**src/rtl/bar_dec_pkg.sv**
```systemverilog
package bar_dec_pkg;
  localparam int NUM_WIN    = 6;
  localparam int DEF_ADDR_W = 32;
endpackage

```
**src/rtl/bar_win_match.sv**
```systemverilog
module bar_win_match #(
  parameter int ADDR_W = 32
) (
  input  logic [ADDR_W-1:0] base_i,
  input  logic [ADDR_W-1:0] size_i,
  input  logic [ADDR_W-1:0] addr_i,
  output logic              match_o,
  output logic [ADDR_W-1:0] off_o
);
  logic [ADDR_W-1:0] low_mask;
  logic              enabled;

  always_comb begin
    low_mask = size_i - ADDR_W'(1);
    enabled  = (base_i != '0) && (size_i != '0);
    match_o  = enabled && ((addr_i & ~low_mask) == (base_i & ~low_mask));
    off_o    = addr_i & low_mask;
  end
endmodule

```
**src/rtl/bar_prio_pick.sv**
```systemverilog
module bar_prio_pick #(
  parameter int N      = 6,
  parameter int ADDR_W = 32,
  localparam int IW    = (N > 1) ? $clog2(N) : 1
) (
  input  logic [N-1:0]        req_i,
  input  logic [N*ADDR_W-1:0] off_i,
  output logic                any_o,
  output logic [IW-1:0]       idx_o,
  output logic [ADDR_W-1:0]   off_o
);
  always_comb begin
    any_o = 1'b0;
    idx_o = '0;
    off_o = '0;
    for (int k = N - 1; k >= 0; k--) begin
      if (req_i[k]) begin
        any_o = 1'b1;
        idx_o = IW'(k);
        off_o = off_i[k*ADDR_W +: ADDR_W];
      end
    end
  end
endmodule

```
**src/rtl/bar_window_decoder.sv**
```systemverilog
module bar_window_decoder #(
  parameter int ADDR_W = bar_dec_pkg::DEF_ADDR_W,
  localparam int NWIN  = bar_dec_pkg::NUM_WIN,
  localparam int IW    = $clog2(NWIN)
) (
  input  logic                   clk,
  input  logic                   rst,
  input  logic                   range_chg_i,
  input  logic [NWIN*ADDR_W-1:0] win_base_i,
  input  logic [NWIN*ADDR_W-1:0] win_size_i,
  input  logic                   addr_vld_i,
  input  logic [ADDR_W-1:0]      addr_i,
  output logic                   hit_o,
  output logic [IW-1:0]          idx_o,
  output logic [ADDR_W-1:0]      off_o
);
  logic [NWIN-1:0]        match_vec;
  logic [NWIN*ADDR_W-1:0] off_vec;
  logic                   pick_any;
  logic [IW-1:0]          pick_idx;
  logic [ADDR_W-1:0]      pick_off;
  logic                   take;

  for (genvar g = 0; g < NWIN; g++) begin : g_win
    bar_win_match #(.ADDR_W(ADDR_W)) u_match (
      .base_i (win_base_i[g*ADDR_W +: ADDR_W]),
      .size_i (win_size_i[g*ADDR_W +: ADDR_W]),
      .addr_i (addr_i),
      .match_o(match_vec[g]),
      .off_o  (off_vec[g*ADDR_W +: ADDR_W])
    );
  end

  bar_prio_pick #(.N(NWIN), .ADDR_W(ADDR_W)) u_pick (
    .req_i(match_vec),
    .off_i(off_vec),
    .any_o(pick_any),
    .idx_o(pick_idx),
    .off_o(pick_off)
  );

  assign take = addr_vld_i && !range_chg_i && pick_any;

  always_ff @(posedge clk) begin
    if (rst) begin
      hit_o <= 1'b0;
      idx_o <= '0;
      off_o <= '0;
    end else begin
      hit_o <= take;
      idx_o <= take ? pick_idx : '0;
      off_o <= take ? pick_off : '0;
    end
  end

  // Lower-index mask for the priority check
  logic [NWIN-1:0] below_pick;
  always_comb begin
    for (int k = 0; k < NWIN; k++) below_pick[k] = (IW'(k) < pick_idx);
  end

  assert_lowest_wins_R5: assert property (@(posedge clk) disable iff (rst)
    pick_any |-> (match_vec[pick_idx] && ((match_vec & below_pick) == '0)));
  assert_index_range_R1: assert property (@(posedge clk) disable iff (rst)
    hit_o |-> (int'(idx_o) < NWIN));
  assert_idle_quiet_R7: assert property (@(posedge clk) disable iff (rst)
    !addr_vld_i |=> !hit_o);
  assert_invalidate_R8: assert property (@(posedge clk) disable iff (rst)
    range_chg_i |=> !hit_o);
  assert_miss_zero_R10: assert property (@(posedge clk) disable iff (rst)
    !hit_o |-> (idx_o == '0 && off_o == '0));
endmodule

```
**config.mk**
```make
export PLATFORM = sky130hd
export DESIGN_NAME = bar_window_decoder
export DESIGN_NICKNAME = d
export VERILOG_FILES = /design/src/rtl/bar_dec_pkg.sv /design/src/rtl/bar_win_match.sv /design/src/rtl/bar_prio_pick.sv /design/src/rtl/bar_window_decoder.sv
export SDC_FILE = /design/constraint.sdc
export NUM_CORES = 1
export LEC_CHECK = 0
export BUFFER_PORTS_ARGS = -buffer_cell sky130_fd_sc_hd__buf_2
export CORE_AREA = 2 2 179 181
export CTS_CLUSTER_SIZE = 28
export DETAILED_ROUTE_END_ITERATION = 12
export DIE_AREA = 0 0 181 183
export PLACE_DENSITY = 0.57
export SLEW_MARGIN = 20
export SYNTH_ARGS = -nofsm -noshare
export SYNTH_HDL_FRONTEND = slang
export SYNTH_SLANG_ARGS = --single-unit
export TNS_END_PERCENT = 1
```
**constraint.sdc**
```tcl
create_clock -name clk -period 5.5 [get_ports clk]
set_input_delay 0.55 -clock clk [delete_from_list [all_inputs] [get_ports clk]]
set_output_delay 0.55 -clock clk [all_outputs]
set_load 0.01 [all_outputs]
```
==> results of run 1 <==
-- state kept, by name (all words and copies together), names as in the netlist --
signal	cells
idx_o	3
off_o	32
hit_o	1
-- area by class of cell --
type	count	area, um2	share of cell area
flip-flops and latches	36	721	0.0550
clock buffers	5	125	0.00955
multi-input cells	1307	9110	0.695
well taps	402	503	0.0384
inverters	29	109	0.00831
clock inverters	3	23.8	0.00181
repair buffers	486	2510	0.192
-- cell usage after synthesis, drive strengths merged, types with 6 or more instances --
master   count
nand4b       7
nor4       135
nand3       40
nor2b        6
ha          10
inv         29
a21oi       40
buf         31
nor2       112
nand3b       6
and2        12
nand2       84
o211a       23
o2bb2ai      6
or2         14
o21ai       31
a211oi      26
a31oi        8
nor4b       10
o31ai        8
dfxtp       36
o22ai       16
or3         26
nor3b        9
a2111oi      9
a222oi       7
mux2i       20
a22oi       10
a221oi      15
or3b         8
xor2       183
or4         33
o211ai      10
nand4       38
or4b         7
nor3        87
nand2b      13
a22o         6
xnor2      153
o31a        16
clkbuf      64
-- power groups by stage --
stage,clock (mW),combinational (mW),sequential (mW)
3_5_place_dp,0,0.793,0.267
6_report,0.292,0.816,0.261
5_1_grt,0.302,0.854,0.261
4_1_cts,0.292,0.797,0.261
2_1_floorplan,0,0.364,0.267
3_3_place_gp,0,0.797,0.267
-- logic make-up (layout without fill, tap and decap cells) --
family                     after synthesis  after routing  synth area share
xor gates and xnor gates               336            336             0.285
adders and majority gates               10             10            0.0121
muxes                                   22             22            0.0215
DFF                                     36             36            0.0697
AOI/OAI and AO/OA                      279            279             0.205
buffers and inverters                  124            523            0.0496
and+or+nand+nor                        660            660             0.358
-- final timing paths --
path / end / cells after the start / slack (ps)
setup / recovery: off_o[23]$_SDFF_PP0_ / 14 / 660
hold / removal: off_o[30]$_SDFF_PP0_ / 4 / 650
-- per-layer routing --
layer	track usage	up-vias	wire, um	share of wire
met4	0.192	0	4090	0.062
met1	0.461	6585	25100	0.38
met3	0.0488	189	5960	0.091
met5	0	-	0	0
li1	-	6362	-	-
met2	0.651	995	30600	0.47
-- through the flow --
step           power, mW   util
2_1_floorplan      0.630      -
3_3_place_gp        1.06  0.415
3_5_place_dp        1.06  0.415
4_1_cts             1.35  0.420
5_1_grt             1.42  0.420
6_report            1.37  0.420
-- worst max-delay path: stages --
cell and delay (ps):
buf_2 140, inv_1 100, ha_1 240, nor4b_1 530, nand3_2 290, or4_1 600
and3_1 210, a2111oi_1 300, nand4_1 190, or3b_1 670, nor2_1 520, o21ai_0 210
a221oi_1 340, o211a_1 170
==> results.cfg, run 1 <==
[worst_setup_path]
critPathLaunch = win_size_i[160]
path_max_fanout = 16
crit_type = in2reg
required_ps = 5740
start_kind = input pin
arrival_ps = 5070
endpoint_kind = register

[sta]
drv_slew = 0
final-setup-viol-count = 0
rsz0062_at_grt = false
setup_slack_ps = 662
max_freq_mhz = 207
fin_tns_setup_ps = 0
holdWs_ps = 655
worst_slew_pin_slew_ps = 780
hold_viol = 0
slew_headroom = 0.480
period_share = 0.880
finalCriticalPeriod_ps = 4840

[layout]
layout_commonest_cell = buf_2
fin_cells = 2268
fillCellCount = 3462
final_cell_mix = buf_2, xor2_1, xnor2_1
drive_gt1_frac = 0.289
nNetsFinal = 2295
fin_area_mm2 = 0.0131
area_growth_pct = 26.7
diodes = 0

[flow_run]
drv_cap = 0

[status]
status = finished, final reports clean

[placement]
placed_area_mm2 = 0.0130
portBuffers = 455
place_ws_ps = 423
dp.cells = 2260
gp_congestion = 0.982
hpwl_um = 54700

[logic_synthesis]
syn_inst = 1467
yosysWarnings = 0
synthDominantCellAreaShare = 0.155
synth-edff-count = 0
ys_types = 87
ys_seq_elements = 36
syn_nets = 1897
ys_seq_area_frac = 0.0697
synth_top_area_cell = xor2_1
ys.flop_type = dfxtp_1
syn_area_per_cell_um2 = 7.05
async_flop_share = 0
ys_top_cells_by_area = xor2_1, xnor2_1, nor4_1
netlist_area_mm2 = 0.0103

[cts]
cts-buffers-inserted = 5
tritoncts = done
holdBufCountCts = 0
cts_root_buf = clkbuf_16
clock_sink_count = 36
clockBufferDepth = 2
post-cts-setup-buffers = 0
cts.clk_slew.worst_paths_ps = 70
h-tree-depth = 2
cts_resized = 0

[power_and_ir_drop]
p_switching_uw = 627
p_clk_frac = 0.213
p_per_area_mw_per_mm2 = 104
pwr-share-comb = 0.596
power.leakage_nw = 5.39
swShare = 0.458
seqPwrFrac = 0.190
peakVddDrop_uv = 103
p_int_uw = 742

[floorplan]
die_y_um = 183
rows = 65
die_area_mm2 = 0.0331
io_pins = 456
fp.dieW_um = 181
start_util = 0.331
core_mm2 = 0.0312

[min_path]
hp-start = win_size_i[94]
min_path_type = in2reg

[global_routing]
overflow = 0
grt_pass1_wl_um = 91600
first_global_vias = 13600
grt_max_degree = 40
track_usage = 0.377
antenna_found_initial = 1

[drt]
antenna_left = 0
drc = 0
dr.pass1.iters = 6
vias_per_cell = 6.23
totalWireLength_um = 65800
drt-initial-drc-count = 1482
num_vias = 14100
wl_per_cell_um = 29.0
Power figures use the tool's default switching activity.
==> run 2: changes to the inputs <==
CORE_AREA = not set   (was 2 2 179 181)
CORE_ASPECT_RATIO = 0.7   (was not set)
CORE_UTILIZATION = 40   (was not set)
CTS_CLUSTER_DIAMETER = 100   (was not set)
DIE_AREA = not set   (was 0 0 181 183)
PLACE_DENSITY = 0.65   (was 0.57)
SYNTH_HIERARCHICAL = 1   (was not set)
==> results.cfg, run 2 <==
[status]
status = finished, final reports clean

[worst_setup_path]
crit_type = in2reg
endpoint_kind = register
arrival_ps = 4910
start_kind = input pin
critPathSlowestCell = nor2b_1
worst_path_largest_cell_delay_ps = 890
critPathTopFamily = simple AND/OR/NAND/NOR gates
required_ps = 5740
crit_chain = buf_2, inv_1, ha_1, nor3b_1, nand2_1, xnor2_1, o211ai_1, nor4_1, nand4_1, nor2_2, nor2b_1, a22oi_1, a21oi_1, and2_1
cp.depth = 14
worst-path-buf-inv = 2
path_max_fanout = 12

[logic_synthesis]
ys_types = 65
synthDominantCellAreaShare = 0.147
yosys-top-cells-count = xor2_1, xnor2_1, nor4_1
ys_seq_elements = 36
syn_nets = 1912
synth_top_area_cell = xor2_1
syn_area_per_cell_um2 = 7.52
ys_seq_area_frac = 0.0645
yosysWarnings = 6
ys_top_cells_by_area = xor2_1, xnor2_1, dfxtp_1
ys.flop_type = dfxtp_1
yosysMostFrequentCell = xor2_1
netlist_area_mm2 = 0.0112
syn_inst = 1486
async_flop_share = 0
synth-edff-count = 0

[floorplan]
fp.dieW_um = 202
die_area_mm2 = 0.0286
rows = 50
core_mm2 = 0.0271
start_util = 0.412
die_y_um = 142
io_pins = 456

[drt]
drt-initial-drc-count = 1933
wl_per_cell_um = 29.0
num_vias = 15100
totalWireLength_um = 66300
antenna_left = 0
dr.pass1.iters = 6
vias_per_cell = 6.61
drc = 0

[power_and_ir_drop]
peakVddDrop_uv = 104
p_int_uw = 783
p_per_area_mw_per_mm2 = 103
power.leakage_nw = 5.39
p_clk_frac = 0.205
p_switching_uw = 655
seqPwrFrac = 0.181
pwr-share-comb = 0.613
swShare = 0.456
power.total_mw = 1.44

[layout]
regMostFlops = off_o
final_core_util = 0.515
area_growth_pct = 24.8
final_cell_mix = buf_2, xor2_1, xnor2_1
nNetsFinal = 2343
reg_top3 = off_o (32), idx_o (3), hit_o (1)
largest_reg_flops = 32
layout_commonest_cell = buf_2
drive_gt1_frac = 0.287

[sta]
worst_slew_pin_slew_ps = 1020
max_freq_mhz = 214
fin_tns_setup_ps = 0
period_share = 0.849
slew_headroom = 0.316
hold_viol = 0
final-setup-viol-count = 0
setup_slack_ps = 829
finalCriticalPeriod_ps = 4670
drv_slew = 0
holdWs_ps = 758
rsz0062_at_grt = false

[min_path]
min_path_cells = 2
min_path_type = in2reg

[global_routing]
grt_pass1_wl_um = 92700
grt_max_degree = 46
track_usage = 0.442
met1_usage = 0.615
gr-usage-met2 = 0.644
first_global_vias = 13800
overflow = 0
antenna_found_initial = 1
top_usage_layer = met2
met3_usage = 0.131

[placement]
hpwl_um = 54200
portBuffers = 455
gp_congestion = 1.02
place_ws_ps = 689

[cts]
cts_resized = 0
cts.clk_slew.worst_paths_ps = 60
cts_root_buf = clkbuf_16
h-tree-depth = 2
clock_sink_count = 36
tritoncts = done
cts-buffers-inserted = 5
clockBufferDepth = 2
post-cts-setup-buffers = 0
holdBufCountCts = 0

[flow_run]
drv_cap = 0
==> run 2: cell types whose count changed after synthesis, moves of 28 or more <==
cell	delta
a21oi_1	-28
nor2b_1	+94
and2_1	+74
clkbuf_1	-45
a22oi_1	+34
a21boi_0	+28
nor2_1	-55
==> run 2: cell type report <==
class	instances	area, um2
repair buffers	475	2430
inverters	24	90.1
multi-input cells	1375	10100
well taps	364	455
fillers	2807	13100
flip-flops and latches	36	721
diodes	3	7.51
clock buffers	7	143
clock inverters	1	7.51
==> run 2: cells by family (layout without fill, tap and decap cells) <==
logic type / count (synthesis) / count (layout) / share of synthesized area
muxes: 11 / 11 / 0.00986
and+or+nand+nor: 725 / 725 / 0.403
DFF: 36 / 36 / 0.0645
buffers and inverters: 75 / 507 / 0.0338
other: 0 / 3 / 0
xor gates and xnor gates: 320 / 320 / 0.251
AOI/OAI and AO/OA: 313 / 313 / 0.231
adders and majority gates: 6 / 6 / 0.00672
==> run 2: worst paths after layout <==
kind,start,to
worst min-delay path,range_chg_i,hit_o$_SDFF_PP0_
worst max-delay path,win_size_i[128],off_o[7]$_SDFF_PP0_
==> run 2: routing by layer <==
layer / routed length (um) / part of all wire
met3: 9330 / 0.14
met2: 26700 / 0.40
met1: 28000 / 0.42
met5: 0 / 0
met4: 2350 / 0.035
==> run 2: power by group through the flow <==
stage	clock [mW]	sequential (mW)	combinational, mW
after floorplan	0	0.267	0.369
after global placement	0	0.267	0.846
after detailed placement	0	0.267	0.841
after CTS	0.292	0.261	0.846
after global routing	0.305	0.261	0.916
final	0.295	0.261	0.882
==> run 2: per-stage QoR <==
step / cells / cell area, um2
3_3_place_gp: 2273 / 13800
5_1_grt: 2283 / 13900
4_1_cts: 2282 / 13900
6_report: 2285 / 13900
3_5_place_dp: 2274 / 13800
2_1_floorplan: 1486 / 11200
==> run 3: changes to the inputs <==
clock period = 4.4 ns   (was 5.5 ns; I/O delays follow)
==> results.cfg, run 3 (synthesized netlist as in run 2, its figures left out) <==
[status]
status = finished, final reports clean

[worst_setup_path]
critPathSlowestCell = or3b_2
crit_type = in2reg
critPathLaunch = win_size_i[128]
arrival_ps = 4180
crit_chain = buf_2, inv_1, ha_1, or3b_2, nor2_2, nand4_1, xor2_1, a2111oi_0, nand4_1, nor2_2, nor2_1, nand2_1, and4bb_4, and2_1
cp-endpoint = idx_o[2]$_SDFF_PP0_
worst_path_largest_cell_delay_ps = 530
path_max_fanout = 36
start_kind = input pin
required_ps = 4620
cp.depth = 14
critPathTopFamily = simple AND/OR/NAND/NOR gates
worst-path-buf-inv = 2
endpoint_kind = register

[min_path]
hp-start = addr_vld_i
min_path_type = in2reg

[drt]
num_vias = 15300
wl_per_cell_um = 28.7
totalWireLength_um = 66500
drt-initial-drc-count = 1838
drc = 0
dr.pass1.iters = 8
antenna_left = 0
vias_per_cell = 6.62

[placement]
portBuffers = 455
dp.cells = 2309
gp_congestion = 1.08
hpwl_um = 54600

[floorplan]
start_util = 0.412
rows = 50
die_area_mm2 = 0.0286
fp.dieW_um = 202
core_mm2 = 0.0271
die_y_um = 142
io_pins = 456

[sta]
drv_slew = 0
hold_viol = 0
max_freq_mhz = 253
final-setup-viol-count = 0
holdWs_ps = 692
rsz0062_at_grt = false
finalCriticalPeriod_ps = 3960
worst_slew_pin_slew_ps = 710
fin_tns_setup_ps = 0
period_share = 0.900
slew_headroom = 0.522

[global_routing]
track_usage = 0.447
grt_max_degree = 37
overflow = 0
grt_pass1_wl_um = 93800
first_global_vias = 14100
antenna_found_initial = 5

[layout]
area_growth_pct = 27.5
reg_top3 = off_o (32), idx_o (3), hit_o (1)
layout_commonest_cell = buf_2
largest_reg_flops = 32
fin_cells = 2317
regMostFlops = off_o
nNetsFinal = 2378
final_cell_mix = buf_2, xor2_1, xnor2_1
drive_gt1_frac = 0.299

[cts]
clockBufferDepth = 2
tritoncts = done
cts_resized = 0
h-tree-depth = 2
cts-buffers-inserted = 5
holdBufCountCts = 0
post-cts-setup-buffers = 0
cts.clk_slew.worst_paths_ps = 60
cts_root_buf = clkbuf_16
clock_sink_count = 36

[power_and_ir_drop]
p_per_area_mw_per_mm2 = 125
power.leakage_nw = 5.57
power.total_mw = 1.79
peakVddDrop_uv = 112

[flow_run]
drv_cap = 0
run 3: changes by cell type in the layout (fill, tap and decap cells not counted), sizes merged:
cell    change
buf        +35
diode       -2
clkbuf      -2
clkinv      +1
run 3: routing by layer:
layer | global-route usage | vias up | wire, um
li1 | - | 6684 | -
met2 | 0.648 | 1170 | 26600
met4 | 0.203 | 0 | 3310
met3 | 0.121 | 186 | 8880
met1 | 0.611 | 7296 | 27600
met5 | 0 | - | 0
run 3: worst min-delay path by stage:
stage,cells past startpoint,to,slack (ps)
finish,2,hit_o$_SDFF_PP0_,690
CTS,2,hit_o$_SDFF_PP0_,650
global route,2,hit_o$_SDFF_PP0_,680
global placement,1,hit_o,850
floorplan,0,hit_o,740
detailed placement,1,hit_o,850
run 3: through the flow:
| step | utilization | setup slack (ps) | cell area [um2] |
|---|---|---|---|
| 4_1_cts | 0.526 | 556 | 14200 |
| 6_report | 0.526 | 442 | 14200 |
| 3_5_place_dp | 0.521 | 273 | 14100 |
| 3_3_place_gp | 0.521 | 324 | 14100 |
| 2_1_floorplan | - | 890 | 11200 |
| 5_1_grt | 0.526 | 272 | 14200 |
run 3: where the power goes:
group	internal, mW	switching (mW)	total (mW)
Combinational	0.433	0.682	1.11
Clock	0.205	0.139	0.345
Sequential	0.326	0.000000693	0.326
Total	0.964	0.821	1.79
run 3: cell type report:
class / instances / area [um2]
flip-flops and latches: 36 / 721
diodes: 1 / 2.50
clock buffers: 5 / 125
repair buffers: 510 / 2750
multi-input cells: 1375 / 10100
well taps: 364 / 455
clock inverters: 2 / 12.5
fillers: 2730 / 12800
inverters: 24 / 90.1
